### src/rtl/winwdg_pkg.sv
package winwdg_pkg;

    localparam int CNT_W  = 12;
    localparam int PSC_W  = 3;
    localparam int KEY_W  = 16;
    localparam int PCNT_W = (1 << PSC_W) - 1;

    // control word bit positions
    localparam int CTRL_PSC_LSB = CNT_W;
    localparam int CTRL_RSTEN   = CNT_W + PSC_W;
    localparam int CTRL_SLEEP   = CNT_W + PSC_W + 1;
    localparam int CTRL_SRC     = CNT_W + PSC_W + 2;
    localparam int CTRL_W       = CNT_W + PSC_W + 3;

    typedef enum logic [1:0] {
        REG_CTRL      = 2'd0,
        REG_DELTA     = 2'd1,
        REG_KICK_STAT = 2'd2,
        REG_LOCK_CNT  = 2'd3
    } reg_addr_e;

    typedef struct packed {
        logic [CNT_W-1:0] reload;
        logic [CNT_W-1:0] delta;
        logic [PSC_W-1:0] psc;
        logic             rst_en;
        logic             stop_sleep;
        logic             src_sel;
    } cfg_t;

endpackage

### src/rtl/winwdg_regs.sv
module winwdg_regs
    import winwdg_pkg::*;
#(
    parameter int          DATA_W     = 32,
    parameter logic [15:0] UNLOCK_KEY = 16'h35CA
) (
    input  logic              clk,
    input  logic              rst_n,
    input  logic              wr_en,
    input  logic [1:0]        wr_addr,
    input  logic [DATA_W-1:0] wr_data,
    output cfg_t              cfg,
    output logic              lock
);

    typedef struct packed {
        cfg_t cfg;
        logic lock;
    } regs_st_t;

    regs_st_t st_d, st_q;

    always_comb begin
        st_d = st_q;
        if (wr_en) begin
            unique case (reg_addr_e'(wr_addr))
                REG_CTRL: begin
                    if (!st_q.lock) begin
                        st_d.cfg.reload = wr_data[CNT_W-1:0];
                        st_d.cfg.psc    = wr_data[CTRL_PSC_LSB +: PSC_W];
                        st_d.cfg.rst_en = wr_data[CTRL_RSTEN];
                    end
                    st_d.cfg.stop_sleep = wr_data[CTRL_SLEEP];
                    st_d.cfg.src_sel    = wr_data[CTRL_SRC];
                end
                REG_DELTA: begin
                    if (!st_q.lock) begin
                        st_d.cfg.delta = wr_data[CNT_W-1:0];
                    end
                end
                REG_LOCK_CNT: begin
                    st_d.lock = (wr_data[KEY_W-1:0] != UNLOCK_KEY);
                end
                default: ;
            endcase
        end
    end

    always_ff @(posedge clk or negedge rst_n) begin
        if (!rst_n) begin
            st_q.cfg.reload     <= '1;
            st_q.cfg.delta      <= '1;
            st_q.cfg.psc        <= '0;
            st_q.cfg.rst_en     <= 1'b0;
            st_q.cfg.stop_sleep <= 1'b0;
            st_q.cfg.src_sel    <= 1'b0;
            st_q.lock           <= 1'b0;
        end else begin
            st_q <= st_d;
        end
    end

    assign cfg  = st_q.cfg;
    assign lock = st_q.lock;

endmodule

### src/rtl/winwdg_tick.sv
module winwdg_tick
    import winwdg_pkg::*;
(
    input  logic              clk,
    input  logic              rst_n,
    input  logic              clk_en_rc,
    input  logic              clk_en_xtal,
    input  logic              dbg_halt,
    input  logic              sleep_req,
    input  cfg_t              cfg,
    input  logic              kick_ok,
    output logic              dec,
    output logic [PCNT_W-1:0] pcnt
);

    typedef struct packed {
        logic [PCNT_W-1:0] pcnt;
    } tick_st_t;

    tick_st_t          st_d, st_q;
    logic              src_tick;
    logic              frozen;
    logic              adv;
    logic [PCNT_W-1:0] limit;

    always_comb begin
        st_d     = st_q;
        dec      = 1'b0;
        src_tick = cfg.src_sel ? clk_en_xtal : clk_en_rc;
        frozen   = dbg_halt | (sleep_req & cfg.stop_sleep);
        adv      = src_tick & ~frozen;
        limit    = PCNT_W'((1 << cfg.psc) - 1);
        if (kick_ok) begin
            st_d.pcnt = '0;
        end else if (adv) begin
            if (st_q.pcnt >= limit) begin
                st_d.pcnt = '0;
                dec       = 1'b1;
            end else begin
                st_d.pcnt = st_q.pcnt + 1'b1;
            end
        end
    end

    always_ff @(posedge clk or negedge rst_n) begin
        if (!rst_n) begin
            st_q.pcnt <= '0;
        end else begin
            st_q <= st_d;
        end
    end

    assign pcnt = st_q.pcnt;

endmodule

### src/rtl/winwdg_count.sv
module winwdg_count
    import winwdg_pkg::*;
#(
    parameter  int RST_HOLD = 4,
    localparam int HOLD_W   = $clog2(RST_HOLD + 1)
) (
    input  logic             clk,
    input  logic             rst_n,
    input  cfg_t             cfg,
    input  logic             kick_req,
    input  logic             dec,
    input  logic             clr_flags,
    output logic [CNT_W-1:0] cnt,
    output logic             kick_ok,
    output logic             early,
    output logic             uf_flag,
    output logic             err_flag,
    output logic             sys_rst_n
);

    typedef struct packed {
        logic [CNT_W-1:0]  cnt;
        logic              uf;
        logic              err;
        logic [HOLD_W-1:0] hold;
    } cnt_st_t;

    cnt_st_t st_d, st_q;
    logic    uf_evt;

    always_comb begin
        st_d    = st_q;
        early   = kick_req && (st_q.cnt > cfg.delta);
        kick_ok = kick_req && !early;
        uf_evt  = dec && !kick_ok && (st_q.cnt == CNT_W'(1));

        if (kick_ok) begin
            st_d.cnt = cfg.reload;
        end else if (dec && (st_q.cnt != '0)) begin
            st_d.cnt = st_q.cnt - 1'b1;
        end

        st_d.uf  = uf_evt | (st_q.uf  & ~clr_flags);
        st_d.err = early  | (st_q.err & ~clr_flags);

        if ((uf_evt || early) && cfg.rst_en) begin
            st_d.hold = HOLD_W'(RST_HOLD);
        end else if (st_q.hold != '0) begin
            st_d.hold = st_q.hold - 1'b1;
        end
    end

    always_ff @(posedge clk or negedge rst_n) begin
        if (!rst_n) begin
            st_q.cnt  <= '1;
            st_q.uf   <= 1'b0;
            st_q.err  <= 1'b0;
            st_q.hold <= '0;
        end else begin
            st_q <= st_d;
        end
    end

    assign cnt       = st_q.cnt;
    assign uf_flag   = st_q.uf;
    assign err_flag  = st_q.err;
    assign sys_rst_n = (st_q.hold == '0);

endmodule

### src/rtl/winwdg_top.sv
module winwdg_top
    import winwdg_pkg::*;
#(
    parameter int          DATA_W     = 32,
    parameter int          RST_HOLD   = 4,
    parameter logic [15:0] KICK_KEY   = 16'h5FA0,
    parameter logic [15:0] UNLOCK_KEY = 16'h35CA
) (
    input  logic              clk,
    input  logic              rst_n,
    input  logic              clk_en_rc,
    input  logic              clk_en_xtal,
    input  logic              dbg_halt,
    input  logic              sleep_req,
    input  logic              wr_en,
    input  logic [1:0]        wr_addr,
    input  logic [DATA_W-1:0] wr_data,
    input  logic              rd_en,
    input  logic [1:0]        rd_addr,
    output logic [DATA_W-1:0] rd_data,
    output logic              sys_rst_n
);

    cfg_t              cfg_w;
    logic              lock_w;
    logic              kick_req_w;
    logic              kick_ok_w;
    logic              early_w;
    logic              dec_w;
    logic              clr_w;
    logic              uf_w;
    logic              err_w;
    logic [CNT_W-1:0]  cnt_w;
    logic [PCNT_W-1:0] pcnt_w;

    assign kick_req_w = wr_en && (reg_addr_e'(wr_addr) == REG_KICK_STAT)
                        && (wr_data[KEY_W-1:0] == KICK_KEY);
    assign clr_w      = rd_en && (reg_addr_e'(rd_addr) == REG_KICK_STAT);

    winwdg_regs #(
        .DATA_W     (DATA_W),
        .UNLOCK_KEY (UNLOCK_KEY)
    ) regs_i (
        .clk     (clk),
        .rst_n   (rst_n),
        .wr_en   (wr_en),
        .wr_addr (wr_addr),
        .wr_data (wr_data),
        .cfg     (cfg_w),
        .lock    (lock_w)
    );

    winwdg_tick tick_i (
        .clk         (clk),
        .rst_n       (rst_n),
        .clk_en_rc   (clk_en_rc),
        .clk_en_xtal (clk_en_xtal),
        .dbg_halt    (dbg_halt),
        .sleep_req   (sleep_req),
        .cfg         (cfg_w),
        .kick_ok     (kick_ok_w),
        .dec         (dec_w),
        .pcnt        (pcnt_w)
    );

    winwdg_count #(
        .RST_HOLD (RST_HOLD)
    ) count_i (
        .clk       (clk),
        .rst_n     (rst_n),
        .cfg       (cfg_w),
        .kick_req  (kick_req_w),
        .dec       (dec_w),
        .clr_flags (clr_w),
        .cnt       (cnt_w),
        .kick_ok   (kick_ok_w),
        .early     (early_w),
        .uf_flag   (uf_w),
        .err_flag  (err_w),
        .sys_rst_n (sys_rst_n)
    );

    always_comb begin
        rd_data = '0;
        unique case (reg_addr_e'(rd_addr))
            REG_CTRL: begin
                rd_data[CNT_W-1:0]                = cfg_w.reload;
                rd_data[CTRL_PSC_LSB +: PSC_W]    = cfg_w.psc;
                rd_data[CTRL_RSTEN]               = cfg_w.rst_en;
                rd_data[CTRL_SLEEP]               = cfg_w.stop_sleep;
                rd_data[CTRL_SRC]                 = cfg_w.src_sel;
            end
            REG_DELTA:     rd_data[CNT_W-1:0] = cfg_w.delta;
            REG_KICK_STAT: rd_data[2:0]       = {lock_w, err_w, uf_w};
            REG_LOCK_CNT:  rd_data[CNT_W-1:0] = cnt_w;
            default: ;
        endcase
    end

endmodule

### config.mk
export PLATFORM = sky130hd
export DESIGN_NAME = winwdg_top
export DESIGN_NICKNAME = d
export VERILOG_FILES = /design/src/rtl/winwdg_pkg.sv /design/src/rtl/winwdg_regs.sv /design/src/rtl/winwdg_tick.sv /design/src/rtl/winwdg_count.sv /design/src/rtl/winwdg_top.sv
export SDC_FILE = /design/constraint.sdc
export NUM_CORES = 1
export LEC_CHECK = 0
export ABC_AREA = 1
export BUFFER_PORTS_ARGS = -buffer_cell sky130_fd_sc_hd__buf_2
export CAP_MARGIN = 25
export CORE_ASPECT_RATIO = 1.1
export CORE_MARGIN = 2
export CORE_UTILIZATION = 51
export DETAILED_ROUTE_END_ITERATION = 7
export GPL_TIMING_DRIVEN = 0
export PLACE_DENSITY_LB_ADDON = 0.1
export RECOVER_POWER = 100
export SYNTH_ARGS = -nofsm -noshare
export SYNTH_HDL_FRONTEND = slang
export SYNTH_HIERARCHICAL = 1
export SYNTH_SLANG_ARGS = --single-unit
export TNS_END_PERCENT = 5
### constraint.sdc
create_clock -name clk -period 2.3 [get_ports clk]
set_input_delay 0.23 -clock clk [delete_from_list [all_inputs] [get_ports clk]]
set_output_delay 0.23 -clock clk [all_outputs]
set_load 0.01 [all_outputs]
# Word level (Yosys, flattened, before mapping)
# Index checks and enable logic that the tools add are counted.
# Widths: inputs -> output; s select.
[word_totals]
elab_cells = 76
input_bits = 44
out_inout_bits = 33
register_bits = 55
[classes]
shift = 1
order_cmp = 2
n_reduce_logical = 24
eq_ne = 9
n_mux = 14
bitwise = 10
n_addsub = 4
[ops]
columns = ["cell", "n"]
rows = [
  ["$pmux 9 s3", 1],
  ["$mux 12", 2],
  ["$mux 7", 3],
  ["$eq 16x15->1 const B", 1],
  ["$ne 16x14->1 const B", 1],
  ["$eq 12x1->1 const B", 1],
  ["$gt 12x12->1", 1],
  ["$pmux 3 s4", 1],
  ["$reduce_bool 12->1", 1],
  ["$sub 12x1->12 const B", 1],
  ["$logic_and 1x1->1", 9],
  ["$eq 2x2->1 const B", 4],
  ["$add 7x1->7 const B", 1],
  ["$ge 7x7->1", 1],
  ["$shl 1x3->7 const A", 1],
  ["$sub 7x2->7 const B", 1],
  ["$mux 3", 2],
  ["$mux 6", 1],
  ["$reduce_and 3->1", 2],
  ["$reduce_bool 2->1", 3],
  ["$and 1x1->1", 4],
  ["$eq 2x1->1 const B", 2],
  ["$logic_not 2->1", 2],
  ["$mux 1", 4],
  ["8 further kinds", 14],
]

# Logic depth before layout (Yosys ltp)
# Gate-level depths: netlist of run 1.
[logic_depth]
ltp_word = 12
ltp_mapped = 19
ltp_nobuf = 17

# Modules after synthesis
# The synthesis of run 1 kept the hierarchy.
[by_module_without_submodules]
columns = ["module", "n_inst", "area_per_inst_um2", "cells_per_inst", "seq_area_each_um2"]
rows = [
  ["winwdg_count", 1, 1556.5, 219, 440.4],
  ["winwdg_regs", 1, 1431.4, 139, 805.8],
  ["winwdg_tick", 1, 680.7, 102, 175.2],
  ["winwdg_top", 1, 585.6, 108, 0.0],
]

# Worst setup path before layout of run 1
# No wires, ideal clock.
[synth_path]
kind = "register to register"
startpoint = "register, netlist name regs_i/cfg[17]"
endpoint = "register, netlist name count_i/cnt[2]"
setup_ns = 0.072
n_path_buf = 2
synth_period_minus_slack_ns = 2.406
path_stages_with_launch = 18
arrival_time_ns = 2.334
slack_ns = -0.106
t_required_ns = 2.228
cell_sequence = "dfstp_2 -> inv_1 -> ha_1 -> nand2_1 -> inv_2 -> nand2_1 -> nor2_1 -> nand4_1 -> a21oi_1 -> buf_2 -> nor2_1 -> a21boi_2 -> buf_6 -> nand2_1 -> xor2_1 -> nand2_1 -> nand2_1 -> inv_1"
[synth_via]
elab_chain_cells = 7
elab_cells_between_ends = 8
classes_between = "order compare: 1; mux: 2; reduce/logical: 5"
[synth_rtl]
columns = ["element", "line", "rtl"]
rows = [
  ["$gt 12x12->1", "winwdg_count.sv:33", "early = kick_req && (st_q.cnt > cfg.delta);"],
  ["$logic_and 1x1->1", "winwdg_count.sv:33", ""],
  ["$logic_not 1->1", "winwdg_count.sv:34", "kick_ok = kick_req && !early;"],
  ["$logic_and 1x1->1", "winwdg_count.sv:34", ""],
  ["via kick_ok_w", "winwdg_top.sv:27", "logic kick_ok_w;"],
  ["$mux 1", "winwdg_tick.sv:33", "if (kick_ok) begin"],
  ["via dec_w", "winwdg_top.sv:29", "logic dec_w;"],
  ["$logic_and 1x1->1", "winwdg_count.sv:39", "end else if (dec && (st_q.cnt != '0)) begin"],
  ["$reduce_bool 2->1 (no line)", "-", ""],
]
# The timed path passes the listed nets, and every way through them passes these cells.
# A chain may end at the register's enable or synchronous reset.

# Final worst setup path of run 1
[layout_path]
startpoint = "register, netlist name regs_i/cfg[13]"
endpoint = "register, netlist name count_i/cnt[2]"
[layout_via]
elab_chain_cells = 7
elab_cells_between_ends = 8
classes_between = "order compare: 1; mux: 2; reduce/logical: 5"
[layout_rtl]
columns = ["element", "line"]
rows = [
  ["$gt 12x12->1 (*)", "winwdg_count.sv:33"],
  ["$logic_and 1x1->1 (*)", "winwdg_count.sv:33"],
  ["$logic_not 1->1 (*)", "winwdg_count.sv:34"],
  ["$logic_and 1x1->1 (*)", "winwdg_count.sv:34"],
  ["$mux 1", "winwdg_tick.sv:33"],
  ["$logic_and 1x1->1", "winwdg_count.sv:39"],
  ["$reduce_bool 2->1 (no line)", "-"],
]
# Every way passes the cells marked *; elsewhere a longest branch is shown, timed or not.

==> results of run 1 <==
flip-flops by register name (all words and copies together) (netlist names):
name              flops
count_i/cnt          12
count_i/err_flag      1
count_i/st_q          3
count_i/uf_flag       1
regs_i/cfg           30
regs_i/lock           1
tick_i/pcnt           7
power by group through the flow:
stage               sequential [mW]  clock, mW  combinational (mW)
CTS                            1.40      0.658                1.62
global placement               1.40          0                1.39
global route                   1.43      0.688                1.93
detailed placement             1.40          0                1.43
finish                         1.40      0.640                1.68
floorplan                      1.32          0                1.14
layer usage:
layer,GRT usage (%),up-vias
met5,0,-
met4,5.24,0
met3,2.58,8
met2,41.5,73
met1,30.9,1777
li1,-,1909
how the worst max path moves through the flow:
stage                               from              end  cells past startpoint
after floorplan           regs_i/cfg[17]   count_i/cnt[2]                     18
after global placement    regs_i/cfg[17]  count_i/st_q[1]                     15
after detailed placement  regs_i/cfg[17]  count_i/st_q[0]                     15
after CTS                 regs_i/cfg[17]  count_i/st_q[0]                     15
after global routing      regs_i/cfg[13]   count_i/cnt[2]                     14
final                     regs_i/cfg[13]   count_i/cnt[2]                     12
timing repair:
item | 4_1_cts | 5_1_grt
endpoints found under the setup margin | 23 | 23
setup buffers | 18 | 3
gates resized for setup | 22 | 18
endpoints found under the hold margin | 6 | 0
hold buffers | 1 | 0
pin swaps | 13 | 12
cell type report:
class                   count  area (sq um)
fillers                   776          3030
multi-input cells         397          2260
flip-flops and latches     55          1430
repair buffers             71           417
inverters                  89           334
plain buffers              38           293
well taps                 108           135
clock buffers               7          76.3
clock inverters             1          30.0
worst max-delay path, stage by stage (launching register included):
cell     delay [ns]
dfstp_2        0.56
inv_2          0.05
ha_4           0.27
nand4_1        0.14
nor2_4         0.16
nand4_1        0.17
buf_4          0.19
buf_4          0.12
nand2_1        0.10
nand2_2        0.14
or2_2          0.31
nand2_1        0.06
inv_1          0.03
metrics by stage:
stage	setup WS [ns]	utilization (%)	hold WS, ns	total power [mW]	std cells
after floorplan	0.00869	-	-0.0656	2.47	580
after detailed placement	-0.409	58.9	0.279	2.83	737
after global placement	-0.411	58.6	0.467	2.78	736
after global routing	-0.228	62.2	0.153	4.05	766
final	-0.0551	62.2	0.143	3.73	766
after CTS	-0.0254	63.2	0.141	3.68	764
==> metrics.txt, run 1 <==
# TYPE chip_impl_metric gauge
chip_impl_metric{name="worst_setup_hold_path_clk_slew",unit="ns"} 0.10
chip_impl_metric{name="proportion_of_layout_cells_with_a_drive_suffix_above_1",unit="%"} 35.3
chip_impl_info{name="endpoint_kind",value="register"} 1
chip_impl_metric{name="post_drt_wl_per_cell",unit="microns"} 13.0
chip_impl_metric{name="drt_first_iter_violations",unit=""} 108
chip_impl_info{name="failing_checks",value="negative setup slack"} 1
chip_impl_metric{name="synth_area_per_cell",unit="sq um"} 7.50
chip_impl_metric{name="antennaDiodeCount",unit=""} 0
chip_impl_metric{name="cts_sinks",unit=""} 55
chip_impl_metric{name="hpwlAfterDp",unit="microns"} 7680
chip_impl_metric{name="num_rows",unit=""} 34
chip_impl_metric{name="setup_violators_final",unit=""} 15
chip_impl_metric{name="worst_ir_drop_vdd",unit="uV"} 373
chip_impl_metric{name="switching_share",unit="%"} 38.7
chip_impl_metric{name="power_frac_seq",unit="%"} 37.6
chip_impl_metric{name="drv_slew",unit=""} 0
chip_impl_metric{name="comb_power_share",unit="%"} 45.2
chip_impl_info{name="result_of_the_run",value="finished, violations left"} 1
chip_impl_metric{name="route.layer.met1.wl",unit="microns"} 4610
chip_impl_metric{name="final_net_count",unit=""} 725
chip_impl_metric{name="antenna_found_initial",unit=""} 0
chip_impl_metric{name="total_routing_usage_reported_by_global_routing",unit="%"} 23.4
chip_impl_metric{name="dr_wl_met2",unit="microns"} 4920
chip_impl_info{name="hold_end",value="regs_i/cfg[0]"} 1
chip_impl_metric{name="fp.dieArea",unit="sq um"} 9080
chip_impl_metric{name="maximum_clock_insertion_buffer_count",unit=""} 2
chip_impl_metric{name="fp.dieH",unit="microns"} 99.7
chip_impl_metric{name="maximum_number_of_pins_on_one_net_before_global_route_repair",unit=""} 31
chip_impl_info{name="rsz0062_at_grt",value="true"} 1
chip_impl_info{name="worst_setup_start_kind",value="register"} 1
chip_impl_metric{name="worst_clock_skew",unit="ns"} 0.00654
chip_impl_metric{name="grt_pass1_vias",unit=""} 3706
chip_impl_metric{name="power.internal",unit="mW"} 2.29
chip_impl_metric{name="wire_length_of_the_first_global_routing_pass",unit="microns"} 17300
chip_impl_metric{name="worst-r2r-cell-count",unit=""} 12
chip_impl_metric{name="remaining_drc_errors",unit=""} 0
chip_impl_info{name="most_common_cell_after_layout_fill_and_taps_aside",value="nand2_1"} 1
chip_impl_metric{name="design_area",unit="sq um"} 4970
chip_impl_metric{name="power_density",unit="nW/um^2"} 750
chip_impl_metric{name="viasPerCell",unit=""} 4.92
chip_impl_metric{name="die_w",unit="microns"} 91.0
chip_impl_info{name="crit-reg2reg-launch",value="regs_i/cfg[13]"} 1
chip_impl_metric{name="final_hold_viol_count",unit=""} 0
chip_impl_metric{name="core-area",unit="sq um"} 8000
chip_impl_metric{name="place_area",unit="sq um"} 4710
chip_impl_metric{name="timing.max_slew.rel_slack",unit="%"} 6.21
chip_impl_info{name="path_class",value="reg2reg"} 1
chip_impl_metric{name="grt-ovfl-total",unit=""} 0
chip_impl_metric{name="area_growth",unit="%"} 17.0
chip_impl_metric{name="cap_viol_max_count",unit=""} 0
chip_impl_info{name="tritoncts",value="done"} 1
chip_impl_metric{name="leakagePower",unit="nW"} 2.53
chip_impl_metric{name="aggregate_routed_wire_length",unit="microns"} 9990
chip_impl_info{name="r2r_end",value="count_i/cnt[2]"} 1
chip_impl_metric{name="clock_power_share",unit="%"} 17.2
chip_impl_metric{name="io_pins",unit=""} 77
chip_impl_metric{name="htree_num_levels",unit=""} 2
chip_impl_metric{name="route.vias.total",unit=""} 3767
chip_impl_info{name="most-common-layout-cells",value="142 x nand2_1, 73 x inv_1, 48 x buf_4, 43 x nor2_1, 43 x buf_2"} 1
chip_impl_metric{name="cp_max_fo",unit=""} 7
chip_impl_metric{name="worst-r2r-setup-slack",unit="ns"} -0.06
chip_impl_metric{name="finalWeightedCongestion",unit=""} 0.880
chip_impl_metric{name="worst_skew_late_latency",unit="ns"} 0.31
chip_impl_metric{name="layout_worst_path_cycle_share",unit="%"} 102
chip_impl_metric{name="synth.cell_area",unit="sq um"} 4250
chip_impl_info{name="highest_layer",value="met4"} 1
chip_impl_metric{name="setup_slack",unit="ns"} -0.0551
chip_impl_metric{name="postRouteAntennaNets",unit=""} 0
chip_impl_metric{name="worst_pin_slew",unit="ns"} 1.41
chip_impl_metric{name="post-route-min-period",unit="ns"} 2.36
chip_impl_metric{name="routed-wl-met3",unit="microns"} 345
chip_impl_metric{name="worst-endpoint-arrival",unit="ns"} 2.61
chip_impl_metric{name="cts-buffers-inserted",unit=""} 5
chip_impl_metric{name="fin_tns_setup",unit="ns"} -0.387
chip_impl_info{name="timing.hold.worst.start",value="wr_data[17]"} 1
chip_impl_metric{name="synth-warning-count",unit=""} 6
chip_impl_metric{name="p_sw",unit="mW"} 1.44
chip_impl_metric{name="hold_depth",unit=""} 3
chip_impl_metric{name="max_freq",unit="GHz"} 0.425
chip_impl_info{name="hold_path.class",value="in2reg"} 1
chip_impl_info{name="cts_root_buffer",value="clkbuf_8"} 1
chip_impl_metric{name="cp.required",unit="ns"} 2.56
chip_impl_metric{name="initial_utilization",unit="%"} 53.1
chip_impl_metric{name="syn_inst",unit=""} 567
chip_impl_metric{name="io_buffer_count",unit=""} 48
chip_impl_metric{name="first_pass_iters",unit=""} 4
Power figures use the tool's default switching activity.
==> run 2, diff against run 1 <==
- ABC_AREA: 1 -> 0
==> metrics.txt, run 2 <==
# TYPE chip_impl_metric gauge
chip_impl_info{name="result_of_the_run",value="finished, violations left"} 1
chip_impl_info{name="failing_checks",value="negative setup slack"} 1
chip_impl_metric{name="maximum_clock_insertion_buffer_count",unit=""} 2
chip_impl_metric{name="drt_first_iter_violations",unit=""} 146
chip_impl_info{name="timing.critical_path.to",value="count_i/cnt[5]"} 1
chip_impl_info{name="most-common-layout-cells",value="38 x buf_4, 36 x dfstp_2, 35 x buf_2, 32 x mux2_2, 27 x inv_1"} 1
chip_impl_metric{name="cpPeakStageDelay",unit="ns"} 0.55
chip_impl_metric{name="cts_sinks",unit=""} 55
chip_impl_metric{name="die_w",unit="microns"} 88.6
chip_impl_info{name="path_class",value="reg2reg"} 1
chip_impl_metric{name="synth-warning-count",unit=""} 6
chip_impl_metric{name="first_pass_iters",unit=""} 4
chip_impl_metric{name="worst_pin_slew",unit="ns"} 1.43
chip_impl_metric{name="max_freq",unit="GHz"} 0.279
chip_impl_metric{name="worst-endpoint-arrival",unit="ns"} 3.81
chip_impl_metric{name="grt_pass1_vias",unit=""} 3242
chip_impl_metric{name="setup_slack",unit="ns"} -1.28
chip_impl_info{name="tritoncts",value="done"} 1
chip_impl_metric{name="cp_max_fo",unit=""} 3
chip_impl_metric{name="power.internal",unit="mW"} 2.90
chip_impl_metric{name="antennaDiodeCount",unit=""} 0
chip_impl_metric{name="core-area",unit="sq um"} 7560
chip_impl_metric{name="post-route-min-period",unit="ns"} 3.58
chip_impl_info{name="cts_root_buffer",value="clkbuf_8"} 1
chip_impl_info{name="crit_path_top_delay_cell",value="dfstp_2"} 1
chip_impl_metric{name="area_growth",unit="%"} 19.1
chip_impl_metric{name="filler_cell_count",unit=""} 651
chip_impl_metric{name="leakagePower",unit="nW"} 2.11
chip_impl_metric{name="proportion_of_layout_cells_with_a_drive_suffix_above_1",unit="%"} 41.8
chip_impl_metric{name="worst_clock_skew",unit="ns"} 0.00706
chip_impl_metric{name="viasPerCell",unit=""} 5.60
chip_impl_metric{name="syn_inst",unit=""} 396
chip_impl_metric{name="grt-ovfl-total",unit=""} 0
chip_impl_metric{name="final_hold_viol_count",unit=""} 0
chip_impl_info{name="critical_path.cell_chain",value="inv_2 -> ha_4 -> nor2b_4 -> o211ai_1 -> a211oi_4 -> o31ai_4 -> and2_4 -> or3_4 -> and2b_4 -> or4b_4 -> buf_6 -> o31ai_2 -> nor2_1 -> a32oi_1"} 1
chip_impl_metric{name="synth.cell_area",unit="sq um"} 4020
chip_impl_metric{name="num_rows",unit=""} 33
chip_impl_info{name="rsz0062_at_grt",value="true"} 1
chip_impl_metric{name="synth_area_per_cell",unit="sq um"} 10.1
chip_impl_metric{name="worst_skew_late_latency",unit="ns"} 0.32
chip_impl_metric{name="cp.required",unit="ns"} 2.53
chip_impl_metric{name="critPathBufInv",unit=""} 2
chip_impl_metric{name="fp.dieArea",unit="sq um"} 8610
chip_impl_info{name="critical_path.top_delay_family",value="simple AND/OR/NAND/NOR gates"} 1
chip_impl_metric{name="initial_utilization",unit="%"} 53.2
chip_impl_metric{name="finalWeightedCongestion",unit=""} 0.870
chip_impl_metric{name="cp.depth",unit=""} 14
chip_impl_metric{name="remaining_drc_errors",unit=""} 0
chip_impl_metric{name="cap_viol_max_count",unit=""} 0
chip_impl_metric{name="total_routing_usage_reported_by_global_routing",unit="%"} 24.0
chip_impl_metric{name="worst_ir_drop_vdd",unit="uV"} 538
chip_impl_metric{name="timing.max_slew.rel_slack",unit="%"} 4.65
chip_impl_metric{name="power_frac_seq",unit="%"} 37.2
chip_impl_metric{name="aggregate_routed_wire_length",unit="microns"} 9760
chip_impl_metric{name="comb_power_share",unit="%"} 51.5
chip_impl_metric{name="placement.setup.worst_slack",unit="ns"} -1.75
chip_impl_metric{name="clock_power_share",unit="%"} 11.3
chip_impl_metric{name="antenna_found_initial",unit=""} 0
chip_impl_metric{name="htree_num_levels",unit=""} 2
chip_impl_info{name="hold_path.class",value="in2reg"} 1
chip_impl_metric{name="hold-worst-slack",unit="ns"} 0.144
chip_impl_metric{name="layout_worst_path_cycle_share",unit="%"} 156
chip_impl_metric{name="route.vias.total",unit=""} 3262
chip_impl_info{name="worst_setup_start_kind",value="register"} 1
chip_impl_info{name="most_common_cell_after_layout_fill_and_taps_aside",value="buf_4"} 1
chip_impl_metric{name="p_sw",unit="mW"} 2.08
chip_impl_metric{name="switching_share",unit="%"} 41.8
chip_impl_metric{name="postRouteAntennaNets",unit=""} 0
chip_impl_metric{name="worst-r2r-cell-count",unit=""} 14
chip_impl_metric{name="fp.dieH",unit="microns"} 97.1
chip_impl_info{name="r2r_end",value="count_i/cnt[5]"} 1
chip_impl_metric{name="worst-r2r-setup-slack",unit="ns"} -1.28
chip_impl_metric{name="io_pins",unit=""} 77
chip_impl_metric{name="maximum_number_of_pins_on_one_net_before_global_route_repair",unit=""} 30
chip_impl_metric{name="cts-buffers-inserted",unit=""} 5
chip_impl_metric{name="wire_length_of_the_first_global_routing_pass",unit="microns"} 16200
chip_impl_metric{name="io_buffer_count",unit=""} 47
chip_impl_info{name="regMostFlops",value="regs_i/cfg"} 1
chip_impl_info{name="registers_with_the_most_flip_flops",value="regs_i/cfg: 30 flops, count_i/cnt: 12 flops, tick_i/pcnt: 7 flops"} 1
chip_impl_metric{name="power_density",unit="nW/um^2"} 1040
chip_impl_info{name="crit_path_start",value="regs_i/cfg[7]"} 1
chip_impl_metric{name="max_reg_flops",unit=""} 30
chip_impl_info{name="crit-reg2reg-launch",value="regs_i/cfg[7]"} 1
chip_impl_metric{name="drv_slew",unit=""} 0
chip_impl_metric{name="post_drt_wl_per_cell",unit="microns"} 16.7
chip_impl_metric{name="final_net_count",unit=""} 545
chip_impl_info{name="endpoint_kind",value="register"} 1
chip_impl_metric{name="worst_setup_hold_path_clk_slew",unit="ns"} 0.10
chip_impl_metric{name="setup_violators_final",unit=""} 23
chip_impl_metric{name="hpwlAfterDp",unit="microns"} 7440
[run 2: cell count changes in the layout (fill, tap and decap cells not counted), sizes merged, moves of 20 or more]
| cell | delta |
|---|---|
| nand2 | -151 |
| inv | -59 |
| nand3 | -46 |
| mux2 | +34 |
| nor2 | -31 |
| o21ai | -26 |
| buf | -20 |
[run 2: timing repair]
| action | CTS | global route |
|---|---|---|
| hold endpoints to repair | 11 | 0 |
| pin swaps | 16 | 8 |
| gates resized for setup | 27 | 12 |
| setup endpoints to repair | 24 | 24 |
| buffers inserted | 13 | 0 |
| hold buffers | 1 | 0 |
[run 2: layout make-up]
| class | instances | area [sq um] | share of cell area (%) |
|---|---|---|---|
| clock buffers | 5 | 68.8 | 1.44 |
| flip-flops and latches | 55 | 1420 | 29.7 |
| repair buffers | 62 | 342 | 7.14 |
| well taps | 105 | 131 | 2.75 |
| clock inverters | 3 | 22.5 | 0.471 |
| plain buffers | 38 | 263 | 5.49 |
| multi-input cells | 287 | 2430 | 50.8 |
| inverters | 28 | 105 | 2.20 |
[run 2: power by group through the flow]
stage | logic, mW | registers [mW] | clock network, mW
6_report | 2.56 | 1.85 | 0.564
4_1_cts | 2.49 | 1.83 | 0.580
5_1_grt | 2.84 | 1.91 | 0.628
3_3_place_gp | 2.12 | 1.83 | 0
3_5_place_dp | 2.19 | 1.84 | 0
2_1_floorplan | 1.75 | 1.69 | 0
[run 2: per-layer routing]
| layer | part of all wire [%] | track usage [%] |
|---|---|---|
| met1 | 44 | 32.2 |
| met2 | 50 | 40.3 |
| met3 | 3.2 | 2.72 |
| met4 | 2.0 | 6.76 |
| met5 | 0 | 0 |
[run 2: worst min-delay path by stage]
stage	from	end	slack, ns	cells past startpoint
after global routing	wr_data[16]	regs_i/cfg[1]	0.13	2
final	wr_data[17]	regs_i/cfg[0]	0.14	2
after CTS	wr_data[16]	regs_i/cfg[1]	0.14	2
after detailed placement	rst_n	tick_i/pcnt[4]	0.27	1
after floorplan	rst_n	count_i/err_flag	-0.07	0
after global placement	wr_data[17]	regs_i/cfg[0]	0.46	2
[run 2: through the flow]
step | utilization [%] | power (mW) | area, sq um | TNS [ns] | instances
2_1_floorplan | - | 3.44 | 4080 | -14.01 | 409
3_3_place_gp | 58.8 | 3.95 | 4440 | -26.86 | 561
3_5_place_dp | 59.1 | 4.03 | 4460 | -27.64 | 562
4_1_cts | 63.6 | 4.90 | 4810 | -17.25 | 583
5_1_grt | 63.3 | 5.38 | 4780 | -21.00 | 583
6_report | 63.3 | 4.97 | 4780 | -18.14 | 583
==> run 3, diff against run 2 <==
- CORE_MARGIN: 2 -> not set
- RECOVER_POWER: 100 -> not set
==> metrics.txt, run 3 (synthesis results as in run 2) <==
# TYPE chip_impl_metric gauge
chip_impl_metric{name="max_reg_flops",unit=""} 30
chip_impl_metric{name="post-route-min-period",unit="ns"} 3.58
chip_impl_metric{name="htree_num_levels",unit=""} 2
chip_impl_info{name="regMostFlops",value="regs_i/cfg"} 1
chip_impl_metric{name="power_density",unit="nW/um^2"} 1040
chip_impl_info{name="critical_path.top_delay_family",value="simple AND/OR/NAND/NOR gates"} 1
chip_impl_metric{name="finish.utilization",unit="%"} 64.6
chip_impl_metric{name="remaining_drc_errors",unit=""} 0
chip_impl_metric{name="hold-worst-slack",unit="ns"} 0.138
chip_impl_metric{name="core-area",unit="sq um"} 7560
chip_impl_metric{name="worst_ir_drop_vdd",unit="uV"} 583
chip_impl_info{name="worst_setup_start_kind",value="register"} 1
chip_impl_metric{name="final_hold_viol_count",unit=""} 0
chip_impl_metric{name="leakagePower",unit="nW"} 2.20
chip_impl_info{name="most-common-layout-cells",value="49 x buf_2, 37 x buf_4, 36 x dfstp_2, 32 x mux2_2, 25 x inv_1"} 1
chip_impl_metric{name="first_pass_iters",unit=""} 4
chip_impl_metric{name="critPathBufInv",unit=""} 1
chip_impl_metric{name="finalWeightedCongestion",unit=""} 0.858
chip_impl_metric{name="num_rows",unit=""} 33
chip_impl_metric{name="io_pins",unit=""} 77
chip_impl_metric{name="hpwlAfterDp",unit="microns"} 7220
chip_impl_metric{name="wire_length_of_the_first_global_routing_pass",unit="microns"} 15700
chip_impl_metric{name="global_route.usage.met2",unit="%"} 43.7
chip_impl_metric{name="layout_worst_path_cycle_share",unit="%"} 156
chip_impl_metric{name="fp.dieArea",unit="sq um"} 8240
chip_impl_metric{name="timing.max_slew.rel_slack",unit="%"} 58.7
chip_impl_metric{name="antenna_found_initial",unit=""} 0
chip_impl_metric{name="setup_slack",unit="ns"} -1.28
chip_impl_info{name="path_class",value="reg2reg"} 1
chip_impl_metric{name="setup_violators_final",unit=""} 23
chip_impl_metric{name="initial_utilization",unit="%"} 53.2
chip_impl_metric{name="postRouteAntennaNets",unit=""} 0
chip_impl_metric{name="grt_pass1_vias",unit=""} 3212
chip_impl_info{name="registers_with_the_most_flip_flops",value="regs_i/cfg: 30 flops, count_i/cnt: 12 flops, tick_i/pcnt: 7 flops"} 1
chip_impl_metric{name="area_growth",unit="%"} 21.5
chip_impl_metric{name="post_drt_wl_per_cell",unit="microns"} 16.4
chip_impl_info{name="endpoint_kind",value="register"} 1
chip_impl_metric{name="final_net_count",unit=""} 544
chip_impl_metric{name="cts_sinks",unit=""} 55
chip_impl_metric{name="groute.layer.met3.usage",unit="%"} 2.16
chip_impl_metric{name="cp.required",unit="ns"} 2.53
chip_impl_metric{name="drt_first_iter_violations",unit=""} 143
chip_impl_info{name="most_common_cell_after_layout_fill_and_taps_aside",value="buf_2"} 1
chip_impl_metric{name="max_freq",unit="GHz"} 0.279
chip_impl_metric{name="maximum_clock_insertion_buffer_count",unit=""} 2
chip_impl_metric{name="cpPeakStageDelay",unit="ns"} 0.55
chip_impl_metric{name="die_w",unit="microns"} 86.6
chip_impl_metric{name="worst_skew_late_latency",unit="ns"} 0.32
chip_impl_metric{name="worst_setup_hold_path_clk_slew",unit="ns"} 0.10
chip_impl_info{name="crit_path_top_delay_cell",value="dfstp_2"} 1
chip_impl_info{name="result_of_the_run",value="finished, violations left"} 1
chip_impl_metric{name="worst_clock_skew",unit="ns"} 0.00562
chip_impl_metric{name="cap_viol_max_count",unit=""} 0
chip_impl_metric{name="worst-endpoint-arrival",unit="ns"} 3.81
chip_impl_info{name="hold_path.class",value="in2reg"} 1
chip_impl_metric{name="grt-ovfl-total",unit=""} 0
chip_impl_metric{name="aggregate_routed_wire_length",unit="microns"} 9530
chip_impl_info{name="critical_path.cell_chain",value="inv_2 -> ha_4 -> nor2b_4 -> o211ai_1 -> a211oi_4 -> o31ai_4 -> and2_4 -> or3_4 -> and2b_4 -> or4b_4 -> nor3_2 -> mux2_1 -> nor2_1 -> a32oi_1"} 1
chip_impl_metric{name="antennaDiodeCount",unit=""} 0
chip_impl_metric{name="drv_slew",unit=""} 0
chip_impl_metric{name="cp_max_fo",unit=""} 3
chip_impl_info{name="tritoncts",value="done"} 1
chip_impl_metric{name="m1_gr_usage",unit="%"} 31.7
chip_impl_metric{name="worst_pin_slew",unit="ns"} 0.619
chip_impl_metric{name="total_routing_usage_reported_by_global_routing",unit="%"} 24.7
chip_impl_metric{name="viasPerCell",unit=""} 5.62
chip_impl_info{name="grt.busiest_layer",value="met2"} 1
chip_impl_info{name="cts_root_buffer",value="clkbuf_8"} 1
chip_impl_metric{name="cts-buffers-inserted",unit=""} 5
chip_impl_metric{name="fp.dieH",unit="microns"} 95.1
chip_impl_metric{name="io_buffer_count",unit=""} 47
chip_impl_info{name="failing_checks",value="negative setup slack"} 1
chip_impl_metric{name="maximum_number_of_pins_on_one_net_before_global_route_repair",unit=""} 31
chip_impl_metric{name="proportion_of_layout_cells_with_a_drive_suffix_above_1",unit="%"} 45.9
chip_impl_metric{name="route.vias.total",unit=""} 3269
chip_impl_info{name="rsz0062_at_grt",value="true"} 1
-- run 3: changes by cell type in the layout (fill, tap and decap cells not counted), moves of 2 or more --
cell	previous run	this run
clkbuf_1	18	3
buf_8	0	2
inv_2	1	3
inv_1	27	25
buf_2	35	49
and2_1	3	8
nand2_1	19	17
nand2_2	0	2
and2_0	5	0
-- run 3: cell type report --
cell class	count	area [sq um]
fillers	632	2670
multi-input cells	287	2460
flip-flops and latches	55	1420
repair buffers	60	355
plain buffers	39	295
well taps	105	131
inverters	28	105
clock buffers	6	93.8
clock inverters	2	17.5
-- run 3: power breakdown --
| part | internal [mW] | switching [mW] | total, mW |
|---|---|---|---|
| combinational | 1.25 | 1.32 | 2.57 |
| sequential | 1.44 | 0.428 | 1.86 |
| clock | 0.287 | 0.340 | 0.627 |
-- run 3: repair_timing --
action / in CTS / in global routing
gates resized for setup: 26 / 20
hold endpoints to repair: 11 / 0
cloned: 0 / 0
endpoints found under the setup margin: 24 / 24
pin swaps: 21 / 8
setup buffers: 11 / 0
hold buffers: 1 / 0
-- run 3: per-layer routing --
| metal | up-vias | share of wire, % |
|---|---|---|
| met5 | - | 0 |
| met4 | 0 | 1.9 |
| met3 | 14 | 3.0 |
| met2 | 80 | 50 |
| met1 | 1602 | 45 |
| li1 | 1573 | - |
-- run 3: worst register-to-register path, cell delays in order, from the launching register on --
cell and delay (ns):
dfstp_2 0.55, inv_2 0.04, ha_4 0.27, nor2b_4 0.12
o211ai_1 0.15, a211oi_4 0.36, o31ai_4 0.10, and2_4 0.16
or3_4 0.32, and2b_4 0.27, or4b_4 0.52, nor3_2 0.15
mux2_1 0.33, nor2_1 0.10, a32oi_1 0.06
-- run 3: path summary, 6_finish.rpt --
| path | from | to | slack [ns] | cells past startpoint |
|---|---|---|---|---|
| setup / recovery | regs_i/cfg[7] | count_i/cnt[7] | -1.28 | 14 |
| hold / removal | wr_data[17] | regs_i/cfg[0] | 0.14 | 2 |
| setup reg to reg | regs_i/cfg[7] | count_i/cnt[7] | -1.28 | 14 |
| hold reg to reg | count_i/err_flag | count_i/err_flag | 0.52 | 1 |
| max in group asynchronous | rst_n | regs_i/cfg[17] | 1.19 | 3 |
| min in group asynchronous | rst_n | tick_i/pcnt[6] | 0.46 | 2 |
-- run 3: per-stage QoR --
stage | total power [mW] | worst slack, ns | instance area [sq um] | std cells | TNS, ns
after floorplan | 3.44 | -1.27 | 4080 | 409 | -14.01
after global placement | 3.95 | -1.75 | 4440 | 561 | -26.99
after detailed placement | 4.03 | -1.79 | 4460 | 562 | -26.94
after CTS | 4.91 | -1.34 | 4800 | 582 | -17.71
after global routing | 5.46 | -1.40 | 4880 | 582 | -21.34
final | 5.07 | -1.28 | 4880 | 582 | -18.25
